<file path="src/rtl/irq_ctrl_pkg.sv">
package irq_ctrl_pkg;

  typedef enum logic [1:0] {
    CPU_RUN  = 2'd0,
    CPU_HALT = 2'd1,
    CPU_STOP = 2'd2,
    CPU_OFF  = 2'd3
  } cpu_state_e;

  localparam logic SEL_ENABLE = 1'b0;
  localparam logic SEL_FLAG   = 1'b1;

endpackage

</file>
<file path="src/rtl/irq_prio.sv">
// Fixed-priority picker: lowest index wins.
module irq_prio #(
  parameter int NUM_SRC = 5,
  parameter int IDX_W   = (NUM_SRC > 1) ? $clog2(NUM_SRC) : 1
) (
  input  logic [NUM_SRC-1:0] pend_i,
  output logic [NUM_SRC-1:0] grant_o,
  output logic [IDX_W-1:0]   idx_o,
  output logic               any_o
);

  logic [NUM_SRC:0] below;

  assign below[0] = 1'b0;

  for (genvar g = 0; g < NUM_SRC; g++) begin : g_chain
    assign below[g+1]  = below[g] | pend_i[g];
    assign grant_o[g]  = pend_i[g] & ~below[g];
  end

  assign any_o = below[NUM_SRC];

  always_comb begin
    idx_o = '0;
    for (int i = 0; i < NUM_SRC; i++) begin
      if (grant_o[i]) idx_o = idx_o | IDX_W'(i);
    end
  end

endmodule

</file>
<file path="src/rtl/irq_regs.sv">
// Enable, flag and master-enable storage with registered read port.
module irq_regs #(
  parameter int NUM_SRC = 5,
  parameter int REG_W   = 8
) (
  input  logic               clk,
  input  logic               rst,
  input  logic [NUM_SRC-1:0] req_i,
  input  logic               wr_en_i,
  input  logic               wr_sel_i,
  input  logic [REG_W-1:0]   wr_data_i,
  input  logic               rd_sel_i,
  input  logic               ime_set_i,
  input  logic               ime_clr_i,
  input  logic               svc_i,
  input  logic [NUM_SRC-1:0] svc_mask_i,
  output logic [NUM_SRC-1:0] pend_o,
  output logic               ime_o,
  output logic [REG_W-1:0]   rd_data_o
);

  import irq_ctrl_pkg::*;

  localparam int PAD_W = REG_W - NUM_SRC;

  logic [REG_W-1:0]   en_q;
  logic [NUM_SRC-1:0] flag_q;
  logic [NUM_SRC-1:0] flag_d;
  logic               ime_q;

  // Flag next state: write, then service clear, then requests on top.
  always_comb begin
    flag_d = flag_q;
    if (wr_en_i && wr_sel_i == SEL_FLAG) flag_d = wr_data_i[NUM_SRC-1:0];
    if (svc_i) flag_d = flag_d & ~svc_mask_i;
    flag_d = flag_d | req_i;
  end

  always_ff @(posedge clk) begin
    if (rst) begin
      en_q      <= '0;
      flag_q    <= '0;
      ime_q     <= 1'b0;
      rd_data_o <= '0;
    end else begin
      if (wr_en_i && wr_sel_i == SEL_ENABLE) en_q <= wr_data_i;
      flag_q <= flag_d;
      if (svc_i)          ime_q <= 1'b0;
      else if (ime_clr_i) ime_q <= 1'b0;
      else if (ime_set_i) ime_q <= 1'b1;
      if (rd_sel_i == SEL_FLAG) rd_data_o <= {{PAD_W{1'b1}}, flag_q};
      else                      rd_data_o <= en_q;
    end
  end

  assign pend_o = en_q[NUM_SRC-1:0] & flag_q;
  assign ime_o  = ime_q;

endmodule

</file>
<file path="src/rtl/irq_seq.sv">
// Decision, wake/dispatch pulses, vector register and sequence timer.
module irq_seq #(
  parameter int          NUM_SRC  = 5,
  parameter int          IDX_W    = 3,
  parameter int          ADDR_W   = 16,
  parameter int          VEC_BASE = 'h40,
  parameter int          VEC_STEP = 8,
  parameter int          SEQ_LEN  = 5
) (
  input  logic              clk,
  input  logic              rst,
  input  logic              any_i,
  input  logic [IDX_W-1:0]  idx_i,
  input  logic [1:0]        cpu_state_i,
  input  logic              ime_i,
  output logic              take_o,
  output logic              wake_o,
  output logic              dispatch_o,
  output logic              busy_o,
  output logic [ADDR_W-1:0] vector_o
);

  import irq_ctrl_pkg::*;

  localparam int CNT_W = $clog2(SEQ_LEN + 1);

  logic [CNT_W-1:0] cnt_q;
  logic             blocked;
  logic             live;
  logic             wake_d;
  logic [ADDR_W-1:0] vec_d;

  assign blocked = (cnt_q > CNT_W'(1));
  assign live    = (cpu_state_i == CPU_RUN) || (cpu_state_i == CPU_HALT);
  assign take_o  = any_i && ime_i && live && !blocked;
  assign wake_d  = any_i && (cpu_state_i == CPU_HALT) && !blocked;
  assign vec_d   = ADDR_W'(VEC_BASE) + ADDR_W'(idx_i) * ADDR_W'(VEC_STEP);

  always_ff @(posedge clk) begin
    if (rst) begin
      cnt_q      <= '0;
      wake_o     <= 1'b0;
      dispatch_o <= 1'b0;
      vector_o   <= '0;
    end else begin
      wake_o     <= wake_d;
      dispatch_o <= take_o;
      if (take_o) begin
        vector_o <= vec_d;
        cnt_q    <= CNT_W'(SEQ_LEN);
      end else if (cnt_q != '0) begin
        cnt_q    <= cnt_q - CNT_W'(1);
      end
    end
  end

  assign busy_o = (cnt_q != '0);

endmodule

</file>
<file path="src/rtl/irq_ctrl.sv">
module irq_ctrl #(
  parameter int NUM_SRC  = 5,
  parameter int REG_W    = 8,
  parameter int ADDR_W   = 16,
  parameter int VEC_BASE = 'h40,
  parameter int VEC_STEP = 8,
  parameter int SEQ_LEN  = 5
) (
  input  logic               clk,
  input  logic               rst,
  input  logic [NUM_SRC-1:0] req_i,
  input  logic               wr_en_i,
  input  logic               wr_sel_i,
  input  logic [REG_W-1:0]   wr_data_i,
  input  logic               rd_sel_i,
  output logic [REG_W-1:0]   rd_data_o,
  input  logic               ime_set_i,
  input  logic               ime_clr_i,
  input  logic [1:0]         cpu_state_i,
  output logic               wake_o,
  output logic               dispatch_o,
  output logic               busy_o,
  output logic [ADDR_W-1:0]  vector_o,
  output logic               ime_o
);

  localparam int IDX_W = (NUM_SRC > 1) ? $clog2(NUM_SRC) : 1;

  logic [NUM_SRC-1:0] pend;
  logic [NUM_SRC-1:0] grant;
  logic [IDX_W-1:0]   idx;
  logic               any;
  logic               take;

  irq_regs #(.NUM_SRC(NUM_SRC), .REG_W(REG_W)) u_regs (
    .clk        (clk),
    .rst        (rst),
    .req_i      (req_i),
    .wr_en_i    (wr_en_i),
    .wr_sel_i   (wr_sel_i),
    .wr_data_i  (wr_data_i),
    .rd_sel_i   (rd_sel_i),
    .ime_set_i  (ime_set_i),
    .ime_clr_i  (ime_clr_i),
    .svc_i      (take),
    .svc_mask_i (grant),
    .pend_o     (pend),
    .ime_o      (ime_o),
    .rd_data_o  (rd_data_o)
  );

  irq_prio #(.NUM_SRC(NUM_SRC), .IDX_W(IDX_W)) u_prio (
    .pend_i  (pend),
    .grant_o (grant),
    .idx_o   (idx),
    .any_o   (any)
  );

  irq_seq #(
    .NUM_SRC(NUM_SRC), .IDX_W(IDX_W), .ADDR_W(ADDR_W),
    .VEC_BASE(VEC_BASE), .VEC_STEP(VEC_STEP), .SEQ_LEN(SEQ_LEN)
  ) u_seq (
    .clk         (clk),
    .rst         (rst),
    .any_i       (any),
    .idx_i       (idx),
    .cpu_state_i (cpu_state_i),
    .ime_i       (ime_o),
    .take_o      (take),
    .wake_o      (wake_o),
    .dispatch_o  (dispatch_o),
    .busy_o      (busy_o),
    .vector_o    (vector_o)
  );

endmodule

</file>
<file path="config.mk">
export PLATFORM = sky130hd
export DESIGN_NAME = irq_ctrl
export DESIGN_NICKNAME = d
export VERILOG_FILES = /design/src/rtl/irq_ctrl_pkg.sv /design/src/rtl/irq_prio.sv /design/src/rtl/irq_regs.sv /design/src/rtl/irq_seq.sv /design/src/rtl/irq_ctrl.sv
export SDC_FILE = /design/constraint.sdc
export NUM_CORES = 1
export LEC_CHECK = 0
export ABC_AREA = 1
export CAP_MARGIN = 20
export CORE_ASPECT_RATIO = 0.5
export CORE_MARGIN = 4
export CORE_UTILIZATION = 34
export DETAILED_ROUTE_END_ITERATION = 8
export PLACE_DENSITY = 0.68
export SYNTH_ARGS = -nofsm -noshare
export SYNTH_HDL_FRONTEND = slang
export SYNTH_SLANG_ARGS = --single-unit
</file>
<file path="constraint.sdc">
create_clock -name clk -period 1.1 [get_ports clk]
set_input_delay 0.22 -clock clk [delete_from_list [all_inputs] [get_ports clk]]
set_output_delay 0.22 -clock clk [all_outputs]
set_load 0.01 [all_outputs]
</file>
Word-level counts from Yosys, hierarchy flattened
Cells that the tools add are included.

operators by class
  reductions and logical operators = 14
  $add $sub $neg = 2
  bitwise logic cells = 17
  equality and inequality tests = 1
  multiplexer cells = 9
  order comparisons = 1

operators by type and width
  operator                                            count
  AND 5 bit                                           2
  two-way mux 5 bit                                   2
  two-way mux 3 bit                                   3
  adder 7 x 6 -> 8 bit, first input constant          1
  two-way mux 8 bit                                   1
  logical AND 1 bit                                   7
  inverter 1 bit                                      5
  inverter 5 bit                                      1
  bitwise OR 5 bit                                    1
  AND 1 bit                                           4
  two-way mux 2 bit                                   2
  bitwise OR 1 bit                                    4
  > comparator 3 x 1 -> 1 bit, second input constant  1
  nonzero test 3 bit                                  1
  OR reduction 3 bit                                  1
  subtractor 3 x 1 -> 3 bit, second input constant    1
  == test 2 x 1 -> 1 bit, second input constant       1
  zero test 2 bit                                     1
  nonzero test 2 bit                                  1
  OR reduction 2 bit                                  1
  zero test 1 bit                                     1
  logical OR 1 bit                                    1
  two-way mux 1 bit                                   1

word-level totals
  bits of input ports = 22
  output and inout port bits = 28
  register bits = 43

Longest topological paths before layout
Gate-level depths: netlist of the first run.

  word-level depth = 10
  mapped depth = 9

Hierarchy
Synthesis of the first run repeated with hierarchy kept, for this count alone.

unflattened totals
  cell total of the unflattened synthesis = 209
  area total of the unflattened synthesis = 1,535.2 µm²

modules (own cells, without submodules)
  module    area an instance (µm²)  sequential area each (µm²)  instances  cells each
  irq_regs  882.1                   440.4                       1          122
  irq_seq   550.5                   180.2                       1          69
  irq_prio  102.6                   0.0                         1          18

Worst setup path before layout of the first run
No wires, ideal clock.

  path type = reg2reg
  start point = register u_seq.cnt_q[1]
  end point = register u_regs.flag_q[4]
  setup time = 0.122 ns
  data required time = 0.978 ns
  setup slack = -0.105 ns
  data arrival time = 1.083 ns
  cell stages (with the launch flop) = 10
  cell sequence = dfxtp_1 -> inv_1 -> ha_1 -> inv_1 -> o21ai_2 -> nand2_2 -> nor2_8 -> nand3_2 -> nand2_1 -> a21oi_1

between the ends
  longest elaborated chain between the ends = 5

ends and longest elaborated chain
  what                         line            RTL
  start: declaration           irq_seq.sv:27   logic [CNT_W-1:0] cnt_q;
  start signal: assignment     irq_seq.sv:50   cnt_q <= CNT_W'(SEQ_LEN);
  start signal: assignment     irq_seq.sv:52   cnt_q <= cnt_q - CNT_W'(1);
  > comparator 3 x 1 -> 1 bit  irq_seq.sv:33   assign blocked = (cnt_q > CNT_W'(1));
  zero test 1 bit              irq_seq.sv:35   assign take_o = any_i && ime_i && live && !blocked;
  logical AND 1 bit            irq_seq.sv:35
  two-way mux 5 bit            irq_regs.sv:35  if (svc_i) flag_d = flag_d & ~svc_mask_i;
  bitwise OR 5 bit             irq_regs.sv:36  flag_d = flag_d | req_i;
  end signal: assignment       irq_regs.sv:47  flag_q <= flag_d;
  end: declaration             irq_regs.sv:27  logic [NUM_SRC-1:0] flag_q;

No other way between the ends.
A chain may end at the register's enable or synchronous reset.

Final worst setup path of the first run
  start point = register u_seq.cnt_q[1]
  end point = register u_regs.flag_q[0]

Same word-level chain as after synthesis.

==> results of run 1 <==
power groups by stage:
stage | clock (uW) | sequential [uW] | combinational [uW]
floorplan | 0 | 1360 | 628
global placement | 0 | 1320 | 1090
detailed placement | 0 | 1320 | 1110
CTS | 923 | 1290 | 1130
global route | 970 | 1310 | 1300
finish | 903 | 1290 | 1160
routing by layer:
metal  share of wire [%]  GRT usage [%]
met3                 6.6           3.38
met1                  45           15.3
met2                  48           22.9
met5                   0              0
met4                0.93           3.92
kinds of logic (layout without fill, tap and decap cells):
kind of cell | count (synthesis) | in the layout | share of synthesized area (%)
DFF | 31 | 31 | 41.5
AOI/OAI and AO/OA | 35 | 35 | 14.1
and+or+nand+nor | 64 | 64 | 24.7
muxes | 4 | 4 | 3.01
buffers and inverters | 40 | 90 | 13.3
other | 1 | 12 | 0.251
adders and majority gates | 3 | 3 | 2.51
xor gates and xnor gates | 1 | 1 | 0.585
layout make-up:
type	count	area (um2)
inverter	25	98.8
sequential	31	627
multi-input combinational	119	766
timing repair buffer	58	503
tap	54	67.6
clock inverter	1	5.00
clock buffer	6	82.6
fill	383	1910
state kept, by name, summed over array words and instances (netlist names):
name and cells:
u_regs.rd_data_o 8, u_seq.dispatch_o 1, u_seq.cnt_q 3, u_seq.wake_o 1
u_regs.ime_o 1, u_regs.en_q 8, u_regs.flag_q 5, u_seq.vector_o 4
worst max-delay path, stage by stage (launching register included):
cell and delay [ns]:
dfxtp_2 0.32, inv_2 0.06, buf_6 0.10, ha_4 0.11
inv_2 0.03, o21ai_2 0.05, nand2_2 0.11, nor2_8 0.19
nand3_1 0.14, nand2_1 0.08, a21oi_1 0.06
cell usage in the layout, fill, tap and decap left out, types with 7 or more instances in the layout:
master,synthesis,routed
a21oi_1,12,11
buf_4,12,19
clkdlybuf4s50_1,0,21
conb_1,1,12
dfxtp_1,31,28
inv_1,19,17
nand2_1,16,15
nand3_1,7,7
nor2_1,22,20
o21ai_1,5,8
worst paths after layout:
path | to | slack [ns] | cells after the start
min | u_regs.rd_data_o[7] | 0.46 | 2
max | u_regs.flag_q[0] | -0.25 | 10
min reg2reg | u_regs.rd_data_o[7] | 0.46 | 2
max reg2reg | u_regs.flag_q[0] | -0.25 | 10
timing repair:
action                     4_1_cts  5_1_grt
setup endpoints to repair       31       36
pin swaps                        8        3
resized for setup               28       22
buffers inserted                 1        1
stage by stage:
stage | setup WS, ns | TNS [ns] | hold slack (ns) | cell area [um2]
after floorplan | -0.0742 | -0.658 | 0.288 | 1550
after global placement | -0.345 | -7.55 | 0.438 | 2030
after detailed placement | -0.359 | -8.00 | 0.451 | 2030
after CTS | -0.250 | -2.99 | 0.460 | 2120
after global routing | -0.330 | -4.47 | 0.475 | 2150
final | -0.248 | -3.09 | 0.461 | 2150
==> out/qor.yml, run 1 <==
power:
  p_seq_share_pct: 38.5
  swShare_pct: 31.4
  clockPowerShare_pct: 26.9
  total_power_uw: 3360
  internal-power_uw: 2310
  ir_drop_mv: 0.706
  switching_power_uw: 1060
  power.density_nw_per_um2: 1560
  p_leak_uw: 0.000998
  pwr-share-comb_pct: 34.7
global_routing:
  grt_pass1_vias: 1265
  antenna_found_initial: 0
  grt_overflow: 0
  grt_max_degree: 16
  grt_pass1_wl_um: 5460
  grt_use_total_pct: 12.7
synthesis:
  synth_flop_cell: "dfxtp_1"
  synthArstFlopShare_pct: 0
  synthTopCellsByArea: "dfxtp_1 41%, buf_4 6.0%, nor2_1 5.5%, inv_1 4.8%, a21oi_1 4.0%"
  syn_avg_cell_area_um2: 8.36
  netlist_area_um2: 1500
  synth_commonest_cells: "31 x dfxtp_1, 22 x nor2_1, 19 x inv_1"
  synth_top_area_share_pct: 41.5
  synth_largest_area_cell: "dfxtp_1"
  ys_warn_count: 0
  yosysUniqueCellTypes: 30
  yosys.cell_count.top_type: "dfxtp_1"
  syn_inst: 179
  synth-edff-count: 0
  ys_seq_area_share_pct: 41.5
  synth_seq_cells: 31
clock_tree:
  clock-root-buffer: "clkbuf_8"
  htree_levels: 2
  worstSkewPairLatency_ns: 0.28
  numCtsBuffers: 5
  clock_path_buffers: 2
  cts_tree: "built"
  path_clk_slew_ns: 0.07
  hold_buffers: 0
  clkSinkCount: 31
sta:
  period_minus_slack_ns: 1.35
  skew_ns: 0.00573
  finalCritPeriodShare_pct: 123
  setup_slack_ns: -0.248
  setup_violations: 16
  slew_violations: 0
  hold_viol: 0
  rsz0062_at_grt: "true"
  fmaxAchievable_mhz: 742
floorplan:
  die_h_um: 54.9
  die_w_um: 102
  die_area_um2: 5590
  core-area_um2: 4060
  start_util_pct: 36.8
  row_count: 16
  ioPinCount: 50
run_status:
  status: "finished, violations left"
  violations: "negative setup slack"
cells_and_area:
  final_nets: 265
  instances_no_fill: 294
  antenna_cells: 0
  final_util_pct: 52.9
  syn2layout_area_growth_pct: 43.6
  drive_gt1_share_pct: 30.4
detailed_routing:
  via_count: 1286
  vias_per_cell: 4.37
  wl_per_cell_um: 11.3
  routed_wl_um: 3330
  ant_nets: 0
  drtIter0Drc: 46
  drc: 0
  dr.pass1.iters: 4
place:
  dp.cells: 285
  port_buffers: 37
  hpwl_um: 2510
  gp_congestion: 0.816
setup_path:
  rr_startpoint: "u_seq.cnt_q[1]"
  critPathLaunchType: "flip-flop"
  critPathArrivalTime_ns: 1.52
  cp-startpoint: "u_seq.cnt_q[1]"
  crit_path_end_kind: "flip-flop"
  path_max_fanout: 8
  cp_data_required_time_ns: 1.27
  critPathKind: "flip-flop to flip-flop"
hold_path:
  holdCritStartpoint: "u_regs.en_q[7]"
  worstHoldPathType: "flip-flop to flip-flop"
job:
  drv_cap: 0
No activity file was read; power rests on OpenSTA's default activity.
==> run 2: changes to the inputs <==
--- a/config.mk
+++ b/config.mk
@@ -9,9 +9,9 @@
 export CAP_MARGIN = 20
 export CORE_ASPECT_RATIO = 0.5
 export CORE_MARGIN = 4
-export CORE_UTILIZATION = 34
+export CORE_UTILIZATION = 45
 export DETAILED_ROUTE_END_ITERATION = 8
-export PLACE_DENSITY = 0.68
+export PLACE_DENSITY = 0.82
 export SYNTH_ARGS = -nofsm -noshare
 export SYNTH_HDL_FRONTEND = slang
 export SYNTH_SLANG_ARGS = --single-unit
==> constraint.sdc (replaced) <==
create_clock -name clk -period 1.4 [get_ports clk]
set_input_delay 0.28 -clock clk [delete_from_list [all_inputs] [get_ports clk]]
set_output_delay 0.28 -clock clk [all_outputs]
set_load 0.01 [all_outputs]
==> run 2 against run 1 <==
The flow still finishes with violations (negative setup slack). Global-route usage increased by 5.5 points. Wire length grew 16%. Combinational power about the same. Highest routed layer unchanged.
==> out/qor.yml, run 2 (synthesized netlist as in run 1, its figures left out) <==
global_routing:
  grt_overflow: 0
  grt_max_degree: 16
  grt_pass1_vias: 1324
  grt_use_total_pct: 18.2
  antenna_found_initial: 0
  grt_pass1_wl_um: 6100
cells_and_area:
  most-common-layout-cells: "29 x dfxtp_1, 22 x nor2_1, 21 x clkdlybuf4s50_1"
  syn2layout_area_growth_pct: 44.6
  final_common_cell: "dfxtp_1"
  final_util_pct: 70.2
  antenna_cells: 0
  instances_no_fill: 276
  fin_area_um2: 2160
  largestRegisters: "u_regs.en_q (8), u_regs.rd_data_o (8), u_regs.flag_q (5)"
  final_nets: 261
  drive_gt1_share_pct: 29.2
place:
  dp_slack_ns: -0.135
  hpwl_um: 2630
  gp_congestion: 0.827
  port_buffers: 37
  dp.cells: 264
  placed_cell_area_um2: 1940
sta:
  rsz0062_at_grt: "true"
  fmaxAchievable_mhz: 689
  period_minus_slack_ns: 1.45
  setup_slack_ns: -0.0519
  slew_violations: 0
  setup_violations: 9
  finalCritPeriodShare_pct: 104
  skew_ns: 0.00520
  hold_viol: 0
  holdWs_ns: 0.452
detailed_routing:
  drc: 0
  dr.pass1.iters: 4
  drtIter0Drc: 42
  ant_nets: 0
  routed_wl_um: 3860
  via_count: 1322
  vias_per_cell: 4.79
  wl_per_cell_um: 14.0
clock_tree:
  clock-root-buffer: "clkbuf_8"
  htree_levels: 2
  path_clk_slew_ns: 0.07
  clkSinkCount: 31
  numCtsBuffers: 5
  worstSkewPairLatency_ns: 0.28
  cts_tree: "built"
  clock_path_buffers: 2
  hold_buffers: 0
setup_path:
  critPathKind: "flip-flop to flip-flop"
  critPathLaunchType: "flip-flop"
  path_max_fanout: 8
  cp_data_required_time_ns: 1.62
  crit_path_end_kind: "flip-flop"
  critPathArrivalTime_ns: 1.67
power:
  p_leak_uw: 0.00107
  power.density_nw_per_um2: 1350
  ir_drop_mv: 1.21
floorplan:
  die_area_um2: 4370
  die_h_um: 48.8
  die_w_um: 89.6
  start_util_pct: 48.5
  row_count: 14
  core-area_um2: 3080
  ioPinCount: 50
hold_path:
  worstHoldPathType: "flip-flop to flip-flop"
job:
  drv_cap: 0
run_status:
  violations: "negative setup slack"
  status: "finished, violations left"
==> run 2: changes by cell type in the layout (fill, tap and decap cells not counted), sizes merged <==
cell / previous run / this run
buf: 23 / 18
clkbuf: 9 / 6
clkdlybuf4s15: 5 / 0
dlygate4sd2: 6 / 9
dlymetal6s2s: 0 / 6
==> run 2: metrics by stage <==
stage / total power, uW / setup TNS, ns
2_1_floorplan: 1530 / 0
3_3_place_gp: 1860 / -0.552
3_5_place_dp: 1920 / -1.01
4_1_cts: 2640 / -0.0353
5_1_grt: 3080 / -0.702
6_report: 2930 / -0.118
==> run 2: report_power, final <==
group	leakage, uW	switching [uW]	total (uW)	internal (uW)
clock network	0.0000470	340	726	385
logic	0.000771	578	1180	604
registers	0.000257	48.9	1020	973
==> run 2: final cells by class <==
class	count	area (um2)
flip-flops and latches	31	623
repair buffers	54	507
well taps	40	50.0
clock inverters	1	5.00
fillers	229	920
multi-input cells	119	802
inverters	25	93.8
clock buffers	6	82.6
==> run 2: critical path, stage by stage, from the launching register on <==
cell and delay (ns):
dfxtp_2 0.33, inv_2 0.06, buf_6 0.10, ha_4 0.12, inv_2 0.03, o21ai_2 0.05, nand2_2 0.11, nor2_8 0.24
o211ai_1 0.18, a21oi_2 0.16
==> run 2: layer usage <==
metal  up-vias  share of wire [%]  global-route usage [%]
li1        658                  -                       -
met1       615                 39                    20.6
met2        42                 53                    31.7
met3         7                6.2                    5.40
met4         0                1.2                    7.43
met5         -                  0                       0
==> run 2: what timing repair did <==
action,4_1_cts,5_1_grt
buffers inserted,1,4
pin swaps,0,10
setup endpoints to repair,14,22
gates cloned,0,0
gates resized for setup,15,26
==> run 2: final timing paths <==
kind,endpoint,start,slack (ns),depth (start not counted)
max reg2reg,u_seq.vector_o[4],u_seq.cnt_q[1],-0.05,9
min reg2reg,u_regs.en_q[7],u_regs.en_q[7],0.45,2
min,u_regs.en_q[7],u_regs.en_q[7],0.45,2
max,u_seq.vector_o[4],u_seq.cnt_q[1],-0.05,9
